<file path="src/rtl/ctree_pkg.sv">
package ctree_pkg;

    // Outputs of one 4:2 compressor cell.
    typedef struct packed {
        logic sum;
        logic carry;
        logic cout;
    } c42_out_t;

    // Rows left after one reduction level: each group of four becomes two,
    // a leftover of three becomes two, a leftover of one or two passes.
    function automatic int rows_after(int k);
        return 2 * (k / 4) + (((k % 4) == 3) ? 2 : (k % 4));
    endfunction

    function automatic int rows_at(int r0, int lvl);
        int k;
        k = r0;
        for (int i = 0; i < lvl; i++) k = rows_after(k);
        return k;
    endfunction

    function automatic int level_count(int r0);
        int k;
        int n;
        k = r0;
        n = 0;
        while (k > 2) begin
            k = rows_after(k);
            n++;
        end
        return n;
    endfunction

endpackage

</file>
<file path="src/rtl/ctree_c42_cell.sv">
module ctree_c42_cell
    import ctree_pkg::*;
(
    input  logic     a_i,
    input  logic     b_i,
    input  logic     c_i,
    input  logic     d_i,
    input  logic     cin_i,
    output c42_out_t res_o
);
    logic ab_x;
    logic cd_x;
    logic h;
    logic g;

    assign ab_x = a_i ^ b_i;
    assign cd_x = c_i ^ d_i;
    assign h    = ab_x ^ c_i;
    assign g    = ~h;

    // Sum path: two XOR levels in parallel, then one more with cin.
    assign res_o.sum   = (ab_x ^ cd_x) ^ cin_i;
    // Carry from the three-input XOR term and its complement.
    assign res_o.carry = g ? (d_i & cin_i) : (d_i | cin_i);
    // Transfer bit: independent of cin_i.
    assign res_o.cout  = (a_i & b_i) | (a_i & c_i) | (b_i & c_i);
endmodule

</file>
<file path="src/rtl/ctree_c42_row.sv">
module ctree_c42_row
    import ctree_pkg::*;
#(
    parameter int W = 16
) (
    input  logic [W-1:0] r0_i,
    input  logic [W-1:0] r1_i,
    input  logic [W-1:0] r2_i,
    input  logic [W-1:0] r3_i,
    output logic [W-1:0] sum_o,
    output logic [W-1:0] carry_o
);
    c42_out_t   res [W];
    logic [W:0] link;
    logic       unused_spill;

    assign link[0] = 1'b0;

    for (genvar i = 0; i < W; i++) begin : g_col
        ctree_c42_cell u_cell (
            .a_i  (r0_i[i]),
            .b_i  (r1_i[i]),
            .c_i  (r2_i[i]),
            .d_i  (r3_i[i]),
            .cin_i(link[i]),
            .res_o(res[i])
        );
        assign link[i+1] = res[i].cout;
        assign sum_o[i]  = res[i].sum;
        if (i == 0) begin : g_lsb
            assign carry_o[0] = 1'b0;
        end else begin : g_up
            assign carry_o[i] = res[i-1].carry;
        end
    end

    assign unused_spill = link[W] ^ res[W-1].carry;
endmodule

</file>
<file path="src/rtl/ctree_fa_row.sv">
module ctree_fa_row #(
    parameter int W = 16
) (
    input  logic [W-1:0] r0_i,
    input  logic [W-1:0] r1_i,
    input  logic [W-1:0] r2_i,
    output logic [W-1:0] sum_o,
    output logic [W-1:0] carry_o
);
    logic [W-1:0] maj;
    logic         unused_spill;

    assign sum_o   = r0_i ^ r1_i ^ r2_i;
    assign maj     = (r0_i & r1_i) | (r0_i & r2_i) | (r1_i & r2_i);
    assign carry_o = {maj[W-2:0], 1'b0};
    assign unused_spill = maj[W-1];
endmodule

</file>
<file path="src/rtl/ctree_level.sv">
module ctree_level #(
    parameter int W     = 16,
    parameter int IN_R  = 5,
    parameter int OUT_R = 3
) (
    input  logic [IN_R*W-1:0]  rows_i,
    output logic [OUT_R*W-1:0] rows_o
);
    localparam int NQ  = IN_R / 4;
    localparam int REM = IN_R % 4;

    for (genvar q = 0; q < NQ; q++) begin : g_quad
        ctree_c42_row #(.W(W)) u_row (
            .r0_i   (rows_i[(4*q+0)*W +: W]),
            .r1_i   (rows_i[(4*q+1)*W +: W]),
            .r2_i   (rows_i[(4*q+2)*W +: W]),
            .r3_i   (rows_i[(4*q+3)*W +: W]),
            .sum_o  (rows_o[(2*q+0)*W +: W]),
            .carry_o(rows_o[(2*q+1)*W +: W])
        );
    end

    if (REM == 3) begin : g_tri
        ctree_fa_row #(.W(W)) u_fa (
            .r0_i   (rows_i[(4*NQ+0)*W +: W]),
            .r1_i   (rows_i[(4*NQ+1)*W +: W]),
            .r2_i   (rows_i[(4*NQ+2)*W +: W]),
            .sum_o  (rows_o[(2*NQ+0)*W +: W]),
            .carry_o(rows_o[(2*NQ+1)*W +: W])
        );
    end else begin : g_pass
        for (genvar j = 0; j < REM; j++) begin : g_row
            assign rows_o[(2*NQ+j)*W +: W] = rows_i[(4*NQ+j)*W +: W];
        end
    end
endmodule

</file>
<file path="src/rtl/ctree_booth_reduce.sv">
module ctree_booth_reduce
    import ctree_pkg::*;
#(
    parameter  int N    = 8,
    localparam int W    = 2 * N,
    localparam int ROWS = N / 2 + 1
) (
    input  logic [ROWS*W-1:0] rows_i,
    output logic [W-1:0]      sum_row_o,
    output logic [W-1:0]      carry_row_o,
    output logic [W-1:0]      product_o
);
    localparam int LEVELS = level_count(ROWS);

    for (genvar l = 0; l < LEVELS; l++) begin : g_lvl
        localparam int IN_R  = rows_at(ROWS, l);
        localparam int OUT_R = rows_at(ROWS, l + 1);
        logic [OUT_R*W-1:0] r_out;
        if (l == 0) begin : g_first
            ctree_level #(.W(W), .IN_R(IN_R), .OUT_R(OUT_R)) u_lvl (
                .rows_i(rows_i),
                .rows_o(r_out)
            );
        end else begin : g_next
            ctree_level #(.W(W), .IN_R(IN_R), .OUT_R(OUT_R)) u_lvl (
                .rows_i(g_lvl[l-1].r_out),
                .rows_o(r_out)
            );
        end
    end

    assign sum_row_o   = g_lvl[LEVELS-1].r_out[W-1:0];
    assign carry_row_o = g_lvl[LEVELS-1].r_out[2*W-1:W];
    assign product_o   = sum_row_o + carry_row_o;
endmodule

</file>
<file path="config.mk">
export PLATFORM = sky130hd
export DESIGN_NAME = ctree_booth_reduce
export DESIGN_NICKNAME = d
export VERILOG_FILES = /design/src/rtl/ctree_pkg.sv /design/src/rtl/ctree_c42_cell.sv /design/src/rtl/ctree_c42_row.sv /design/src/rtl/ctree_fa_row.sv /design/src/rtl/ctree_level.sv /design/src/rtl/ctree_booth_reduce.sv
export SDC_FILE = /design/constraint.sdc
export NUM_CORES = 1
export LEC_CHECK = 0
export BUFFER_PORTS_ARGS = -buffer_cell sky130_fd_sc_hd__buf_2
export CELL_PAD_IN_SITES_DETAIL_PLACEMENT = 0
export CELL_PAD_IN_SITES_GLOBAL_PLACEMENT = 1
export CORE_ASPECT_RATIO = 2
export CORE_MARGIN = 10
export CORE_UTILIZATION = 30
export DETAILED_ROUTE_END_ITERATION = 10
export PLACE_DENSITY_LB_ADDON = 0.1
export RECOVER_POWER = 50
export SETUP_SLACK_MARGIN = 0.5
export SYNTH_ARGS = -nofsm -noshare
export SYNTH_HDL_FRONTEND = slang
export SYNTH_SLANG_ARGS = --single-unit
</file>
<file path="constraint.sdc">
create_clock -name vclk -period 5.2
set_input_delay 1.04 -clock vclk [all_inputs]
set_output_delay 1.04 -clock vclk [all_outputs]
set_load 0.005 [all_outputs]
</file>
==> metrics.txt <==
Worst path slowest cell=fa_1; Routed Antenna Nets=0; RSZ-0062 raised after global routing=true; DRT iter0 DRCs=14; final core area utilization=50.6%; GP Congestion=0.781; Fin. Hold Viols=0; # port buffers=127; DIE AREA=11400 um^2; Max VDD drop=0.255 mV; slack of the critical path=-0.105 ns; syn_area_per_cell=8.81 um^2; Worst EP required=4.16 ns; setup violators final=1; area grow syn2layout=65.1%; # IOs=128; hold buffers post-CTS=0; Routed wire per std cell=13.3 um; largest net degree at the start of global routing=7; mapped cell area=2210 um^2; final hold slack=2.41 ns; crit path DAT=4.26 ns; final instance area=3650 um^2; Critical Path Sink Type=primary output; power per cell area=440 nW/um^2; WL final=6860 um; family with the most delay on the worst path=adder cells; Initial Util=30.7%; Final Power=1.61 mW; # rows=44; Final #Nets=564; hold path start=rows_i[64]; ANT cells=0; count of pins over their slew limit=0; Fillers=737; Logic pwr share=100.0%; drt drc=0; post-route minimum period=5.30 ns; Hold Path Stages=3; Internal=0.864 mW; Max stage delay on crit path=0.49 ns; yosys warns=0; Mapped Cells=251; status=finished, violations left; gr usage total=11.8%; placed inst area=3280 um^2; worst-path fanout max=2; worst setup path category=primary input to primary output; Startpoint Class=primary input; via count=2275; initial antenna violation count=0; sw frac=46.2%; Reg power frac=0%; Core ar.=7210 um^2; Hold Path Sink=sum_row_o[0]; storage element area=0 um^2; library cells used by synthesis=32; drt via density=4.42; layout cells sized above 1=53.4%; pre-CTS setup slack=-0.299 ns; CP Cell Sequence=buf_8 > inv_8 > fa_2 > xnor2_2 > xnor2_2 > fa_1 > ha_2 > fa_2 > a21o_1 > a221oi_4 > o221ai_2 > or4_4 > o21ai_2 > xnor2_1 > buf_2; worst min path class=primary input to primary output; Max Freq=0.189 GHz; first-pass GRT wire length=11400 um; NetSw=0.743 mW; dpl hpwl=6500 um; LEAKAGE=1.88 nW; first drt pass iteration count=4; Clock Power Share=0%; GRT overflow=0; max-cap violations=0; CP bufs+invs=3; final worst-path cycle share=102%; seq_cells=0; post-synthesis net count=390; failing checks=setup timing; number of global-route vias before repair=2634; area of the multi-input gates=2280 um^2; clk_buf instances=0; Die H=141 um; post-synthesis sequential area ratio=0%; die width=80.7 um
==> power groups by stage <==
stage	sequential, mW	combinational (mW)	clock [mW]
after global placement	0	1.37	0
after floorplan	0	0.806	0
after CTS	0	1.53	0
final	0	1.61	0
after global routing	0	1.80	0
after detailed placement	0	1.37	0
==> layout by cell type (no fill, tap or decap), types with 9 or more instances in the layout <==
master   instances
ha_1            21
a21o_1          12
fa_2            10
buf_2          119
xnor2_1         45
nand2_1         10
xor2_1          10
buf_6           11
buf_4           40
inv_2            9
inv_1           37
fa_1            20
==> layer usage <==
metal | up-vias | track usage, % | part of all wire (%)
li1 | 1141 | - | -
met1 | 1066 | 10.6 | 30
met2 | 68 | 25.8 | 62
met3 | 0 | 2.78 | 7.8
met4 | 0 | 0 | 0
met5 | - | 0 | 0
==> cell usage after synthesis <==
cell	count	area, um^2
nand3_1	4	20.0
o21a_1	2	15.0
or4_1	1	7.51
mux2i_1	1	10.0
o211a_1	1	10.0
o31ai_1	1	7.51
fa_1	30	601
a221oi_2	1	15.0
nor2b_1	1	6.26
maj3_1	7	70.1
a21o_1	12	90.1
nand3b_1	1	7.51
o221ai_2	1	15.0
conb_1	1	3.75
a211oi_1	1	7.51
nor2_1	10	37.5
buf_4	2	15.0
a21oi_1	6	30.0
nor3_1	1	5.00
o21ai_2	1	8.76
inv_1	47	176
nand4_1	1	6.26
nand2_1	10	37.5
a31oi_1	2	12.5
ha_1	29	363
and3_1	1	6.26
o221ai_1	1	8.76
and3_2	1	7.51
xnor2_1	51	447
o21ai_0	10	50.1
xor2_1	12	105
o311ai_0	1	8.76
==> final cells by class <==
class | instances | share of cell area [%]
timing repair buffer | 174 | 29.4
tap | 92 | 3.15
inverter | 47 | 5.04
multi-input combinational | 202 | 62.4
==> repair_timing <==
action / CTS / global route
resized for setup: 34 / 23
endpoints found under the setup margin: 11 / 11
buffers inserted: 7 / 8
pin swaps: 26 / 9
==> worst max-delay path by stage <==
stage	from	end	slack, ns	depth (start not counted)
global route	rows_i[0]	product_o[13]	-0.21	15
global placement	rows_i[0]	product_o[13]	-0.29	15
finish	rows_i[0]	product_o[13]	-0.10	15
CTS	rows_i[0]	product_o[13]	-0.15	15
detailed placement	rows_i[0]	product_o[13]	-0.30	15
floorplan	rows_i[0]	product_o[13]	0.05	13
==> stage by stage <==
step / std cells / setup TNS, ns
2_1_floorplan: 251 / 0
3_3_place_gp: 500 / -0.422
3_5_place_dp: 500 / -0.470
4_1_cts: 507 / -0.219
5_1_grt: 515 / -0.451
6_report: 515 / -0.105
==> worst min-delay path, cell delays in order <==
cell	delay, ns
buf_2	0.08
ha_1	0.13
buf_2	0.11
==> cells by family after synthesis <==
kind of cell | count (synthesis) | synth area share [%]
AOI/OAI and AO/OA | 40 | 12.6
muxes | 1 | 0.453
buffers and inverters | 49 | 8.66
other | 1 | 0.170
adders and majority gates | 66 | 46.7
xor gates and xnor gates | 63 | 25.0
and+or+nand+nor | 31 | 6.40
Note: power is estimated with default switching activity, not from simulation.
